[config.mk]
export PLATFORM = sky130hd
export DESIGN_NAME = mul_ten_q
export DESIGN_NICKNAME = d
export VERILOG_FILES = /design/src/rtl/mul_ten_q.sv
export SDC_FILE = /design/constraint.sdc
export NUM_CORES = 1
export LEC_CHECK = 0
export CAP_MARGIN = 20
export CORE_AREA = 2 2 180 182
export CTS_CLUSTER_DIAMETER = 40
export DETAILED_ROUTE_END_ITERATION = 8
export DIE_AREA = 0 0 182 184
export PLACE_DENSITY = 0.76
export SLEW_MARGIN = 20
export SYNTH_ARGS = -nofsm -noshare
export SYNTH_HDL_FRONTEND = slang
export SYNTH_SLANG_ARGS = --single-unit
[constraint.sdc]
create_clock -name clk -period 1.45 [get_ports clk]
set_input_delay 0.29 -clock clk [delete_from_list [all_inputs] [get_ports clk]]
set_output_delay 0.29 -clock clk [all_outputs]
set_load 0.05 [all_outputs]
[src/rtl/mul_ten_q.sv]
module mul_ten_q #(
  parameter int W  = 128,
  parameter int DW = 4
) (
  input  logic          clk,
  input  logic          rst_n,
  input  logic          go,
  input  logic          digit_mode,
  input  logic          carry_mode,
  input  logic [W-1:0]  opnd_a,
  input  logic [W-1:0]  opnd_b,
  output logic [W-1:0]  res,
  output logic          res_vld
);
  localparam int HW = W / 2;
  localparam int XW = W + DW;

  logic [DW-1:0] nib, dig;
  logic [HW+3:0] lo_sum, hi_sum;
  logic [W-1:0]  prod_lo;
  logic [3:0]    ovf;
  logic [W-1:0]  nxt;

  assign nib = opnd_b[DW-1:0];
  assign dig = (digit_mode && nib < DW'(10)) ? nib : '0;

  // per-half shift-and-add, low carry rippled into high half
  assign lo_sum = ({4'b0, opnd_a[HW-1:0]} << 3) + ({4'b0, opnd_a[HW-1:0]} << 1)
                + {{(HW){1'b0}}, dig};
  assign hi_sum = ({4'b0, opnd_a[W-1:HW]} << 3) + ({4'b0, opnd_a[W-1:HW]} << 1)
                + {{(HW){1'b0}}, lo_sum[HW+3:HW]};
  assign prod_lo = {hi_sum[HW-1:0], lo_sum[HW-1:0]};
  assign ovf = hi_sum[HW+3:HW];

  assign nxt = carry_mode ? {{(W-4){1'b0}}, ovf} : prod_lo;

  always_ff @(posedge clk or negedge rst_n) begin
    if (!rst_n) begin
      res     <= '0;
      res_vld <= 1'b0;
    end else begin
      res_vld <= go;
      if (go) res <= nxt;
    end
  end
endmodule

; ---- Yosys cells after proc, flatten, opt, wreduce, memory -nomap -nowiden
; Cells that the tools add are included.
[totals]
mem_bits_rw = 0
latchBits = 0
in_bits = 261
rom_bits = 0
output_inout_bits = 129
mem_count = 0
word_cells = 10
reg_bits = 129
[classes]
shift = 0
mul = 0
eq_ne = 0
div_mod_pow = 0
add_sub_neg = 4
muxes = 2
bitwise_logic = 0
reduce_logical = 1
magnitude_cmp = 1
[op_table]
columns = operator, count
row1 = $add 67x65->68, 2
row2 = $add 68x4->68, 2
row3 = $mux 128, 1
row4 = $lt 4x4->1 const B, 1
row5 = $mux 4, 1
row6 = $logic_and 1x1->1, 1

; ---- Longest topological paths before layout
[depth]
word_depth = 6
mapped_depth = 29
ltp_nobuf = 29

; ---- Worst setup path before layout
; Ideal clock, no wire load.
[synth_timing]
path_type = input to register
start = input port opnd_b[2]
end = register res[2]
stages = 29
setup_time_ps = 87
required_ps = 1363
path_slack_ps = -4825
arrival_ps = 6188
path_buffers = 0
cell_sequence = nor2_1 > nand3_1 > fa_1 > inv_1 > fa_1 > a211oi_2 > o211a_1 > nor4_4 > o21bai_2 > a2111oi_4 > o22ai_2 > o21ai_4 > a21oi_2 > o41ai_2 > xor2_1 > ha_1 > ha_1 > inv_1 > fa_1 > nand2b_1 > a21oi_1 > o2111ai_1 > a21oi_2 > o21bai_1 > and2_1 > o41a_1 > o41ai_1 > nand4b_1 > o211ai_1
[synth_between]
elab_chain_cells = 6
[synth_lines]
columns = element, line
row1 = from (decl), 11  ; input logic [W-1:0] opnd_b,
row2 = $lt 4x4->1, 25  ; assign dig = (digit_mode && nib < DW'(10)) ? nib : '0;
row3 = $logic_and 1x1->1, 25
row4 = $mux 4 *, 25
row5 = $add 68x4->68 *, 29  ; + {{(HW){1'b0}}, dig};
row6 = $add 68x4->68, 31  ; + {{(HW){1'b0}}, lo_sum[HW+3:HW]};
row7 = $mux 128 *, 35  ; assign nxt = carry_mode ? {{(W-4){1'b0}}, ovf} : prod_lo;
row8 = to (signal assigned), 43  ; if (go) res <= nxt;
row9 = to (decl), 12  ; output logic [W-1:0] res,
; Mark *: on every way between the ends. The rest lies on a longest branch, timed or not.
; A chain may end at the register's enable or synchronous reset.

; ---- Final worst setup path
[layout_timing]
start = input port opnd_a[37]
end = register res[115]
[layout_between]
elab_chain_cells = 4
[layout_lines]
columns = element, line
row1 = from (decl), 10  ; input logic [W-1:0] opnd_a,
row2 = $add 67x65->68, 28  ; assign lo_sum = ({4'b0, opnd_a[HW-1:0]} << 3) + ({4'b0, opnd_a[HW-1:0]} << 1)
row3 = $add 68x4->68, 29
row4 = $add 68x4->68, 31
row5 = $mux 128, 35
; No other way between the ends.

==> metrics.md <==
| Metric | Value |
|---|---|
| Gp weighted congestion | 0.963 |
| Asr flop ratio synth | 100% |
| Worst Path Max Fanout | 3 |
| Critical Path Slowest Stage Cell | fa_1 |
| Setup TNS Final | -374,110 ps |
| CP Launch Type | input pin |
| Starting density of the core | 44.5% |
| Most frequent cells after synthesis | ha_1 (254), a21oi_1 (143), dfrtp_1 (129) |
| Pin count of the biggest net entering global routing | 43 |
| Vias/cell | 6.27 |
| WL/cell | 22.8 um |
| Max Cap Viol | 0 |
| Port Buffers | 265 |
| RSZ-0062 raised after global routing | true |
| Antenna viol nets, final | 0 |
| Worst path top cell family by delay | compound AO/OA/AOI/OAI gates |
| Post-synthesis cell area | 0.0140 mm2 |
| Synth area leader | dfrtp_1 |
| Worst Skew | 0 ps |
| Vias | 17,500 |
| First-pass GRT wire length | 91,800 um |
| Tcrit/Tclk final | 432% |
| Register bit total from synthesis | 129 |
| Worst Max-Slew Pin Slew | 694 ps |
| Number of global-route vias before repair | 17,700 |
| Nets@finish | 2,880 |
| Buf/Inv on CP | 5 |
| Final setup violation count | 128 |
| DP HPWL | 42,200 um |
| Worst R2R Path Depth | 3 |
| Die Area | 0.0335 mm2 |
| R2R Path Start | res[119]$_DFFE_PN0P_ |
| Clock tree buffer depth | 2 |
| CTS tree | done |
| Syn Nets | 2,097 |
| CP Class | in -> reg |
| Area share of the largest cell type after synthesis | 23.1% |
| Met2 usage | 59.7% |
| CTS sink cnt | 129 |
| Die width | 182 um |
| Reg clk slew, reported paths | 70 ps |
| DRT Pass-1 Iters | 6 |
| RR Endpoint | res[119]$_DFFE_PN0P_ |
| Most Frequent Cell on Critical Path | o21ai_2 |
| DP Cell Count | 2,679 |
| Placed cell areas | 0.0225 mm2 |
| Antenna violations before repair | 15 |
| Starting DRT DRC Count | 1,614 |
| Gr usage total | 34.2% |
| Status | finished with violations |
| Leak pwr | 12.2 nW |
| Number of flops mapped to enable cells by yosys | 0 |
| Clock buffer count from CTS | 17 |
| Maximum vdd drop | 0.939 mV |
| Min-Delay Path Class | in -> async |
| Fin. Hold Viols | 0 |
| Fill cells | 1,745 |
| Max Clock Freq | 160 MHz |
| Cells after Synth | 1,578 |
| R2R setup slack | 330 ps |
| Clock Latency Late Sink | 450 ps |
| Remaining Overflow, GRT | 0 |
| Post-Syn Area per Cell | 8.85 um2 |
| GR met3 Demand/Resource | 6.44% |
| Level count of the clock H-tree | 4 |
| Rows | 65 |
| Worst Path Required | 1790 ps |
| Ys flop type | dfrtp_1 |
| Share of layout cells above drive strength 1 | 42.5% |
| Drt total wl | 63,700 um |
| Clock Tree Root | clkbuf_16 |
| IO Pins | 390 |
| Ys Warns | 0 |
| Synth-to-layout area growth | 80.2% |
| Core ar. | 0.0314 mm2 |
| Crit path DAT | 6600 ps |
| Total power draw | 25.4 mW |
| Post-route cell area | 0.0252 mm2 |
| Max-slew headroom | 53.6% |
| Top area cells in the synthesized netlist | dfrtp_1 (23%), ha_1 (23%), a22o_1 (6.1%) |
| # DRC | 0 |
| Tmin final | 6260 ps |
| CP Launch Point | opnd_a[37] |
| Netlist cell types | 88 |
| Worst setup margin | -4810 ps |
| Count leader, synth | ha_1 |
| Met1 Usage GRT | 39.4% |
| Power Dens Cells | 1010 mW/mm2 |
| Register area share after synthesis | 23.1% |
| DIE HEIGHT | 184 um |
| CP endpoint kind | flop |
| Failing checks | setup timing |
| Most Crowded Layer GR | met2 |
| Final cell count without fillers | 2,789 |
| Final core occ | 80.1% |
| Final Max Tran Viols | 0 |
| Slowest stage delay, CP | 480 ps |
==> stage by stage <==
step / setup WS (ps) / hold WS [ps]
floorplan: -4290 / -5.59
global placement: -5080 / 131
detailed placement: -5240 / 136
CTS: -4730 / 243
global route: -4920 / 260
finish: -4810 / 246
==> cells by family after synthesis <==
kind of cell	count (synthesis)	share of synthesized area (%)
AOI/OAI and AO/OA	579	29.2
and+or+nand+nor	365	13.4
adders and majority gates	258	23.3
buffers and inverters	137	4.02
DFF	129	23.1
xor gates and xnor gates	108	6.78
muxes	2	0.143
==> routing by layer <==
| metal | routed length (um) | up-vias |
|---|---|---|
| li1 | - | 7589 |
| met1 | 23600 | 8421 |
| met2 | 31100 | 1087 |
| met3 | 4770 | 382 |
| met4 | 4260 | 4 |
| met5 | 29 | - |
==> repair_timing <==
action	4_1_cts	5_1_grt
gates resized for setup	231	109
setup endpoints to repair	128	128
setup buffers	53	28
hold buffers	1	0
endpoints found under the hold margin	129	0
pin swaps	153	111
==> flip-flops by register name, indices dropped and copies added (netlist names) <==
name	count
res	128
res_vld	1
==> placed cells by master (no fill, tap or decap), types with 13 or more instances in the layout <==
cell               n
a21o_1            75
a21oi_1          112
a21oi_2           21
a22o_1            97
and3_1            13
buf_12           141
buf_4            538
buf_6             43
clkbuf_16         17
clkdlybuf4s50_1   95
dfrtp_1          129
diode_2           13
dlygate4sd2_1     22
ha_1             208
ha_4              40
inv_1             37
nand2_1           89
nand2b_1          13
nand3_1           28
nand4_1           40
nor2_1            60
nor2b_1           13
nor3_1            17
o21a_1            18
o21ai_0           48
o21ai_1           18
o21ai_2           17
o21bai_1          19
xnor2_1           49
xnor2_2           20
xor2_1            28
==> worst max path at each step <==
| stage | endpoint | cells past startpoint |
|---|---|---|
| 2_1_floorplan | res[124]$_DFFE_PN0P_ | 29 |
| 3_3_place_gp | res[3]$_DFFE_PN0P_ | 29 |
| 3_5_place_dp | res[0]$_DFFE_PN0P_ | 29 |
| 4_1_cts | res[0]$_DFFE_PN0P_ | 30 |
| 5_1_grt | res[115]$_DFFE_PN0P_ | 29 |
| 6_report | res[115]$_DFFE_PN0P_ | 29 |
==> power by group <==
part	internal (mW)	switching, mW
clock network	2.62	1.94
registers	4.21	0.823
logic	7.79	8.03
total	14.6	10.8
==> area by class of cell <==
type                       instances  area (um2)  share of cell area, %
sequential                       129        3230                   12.8
clock buffer                      19         453                   1.80
timing repair buffer             858        8690                   34.6
multi-input combinational       1312       11900                   47.5
antenna                           13        32.5                  0.129
clock inverter                    13         138                  0.547
tap                              402         503                   2.00
inverter                          43         166                  0.661
Power figures use the tool's default switching activity.
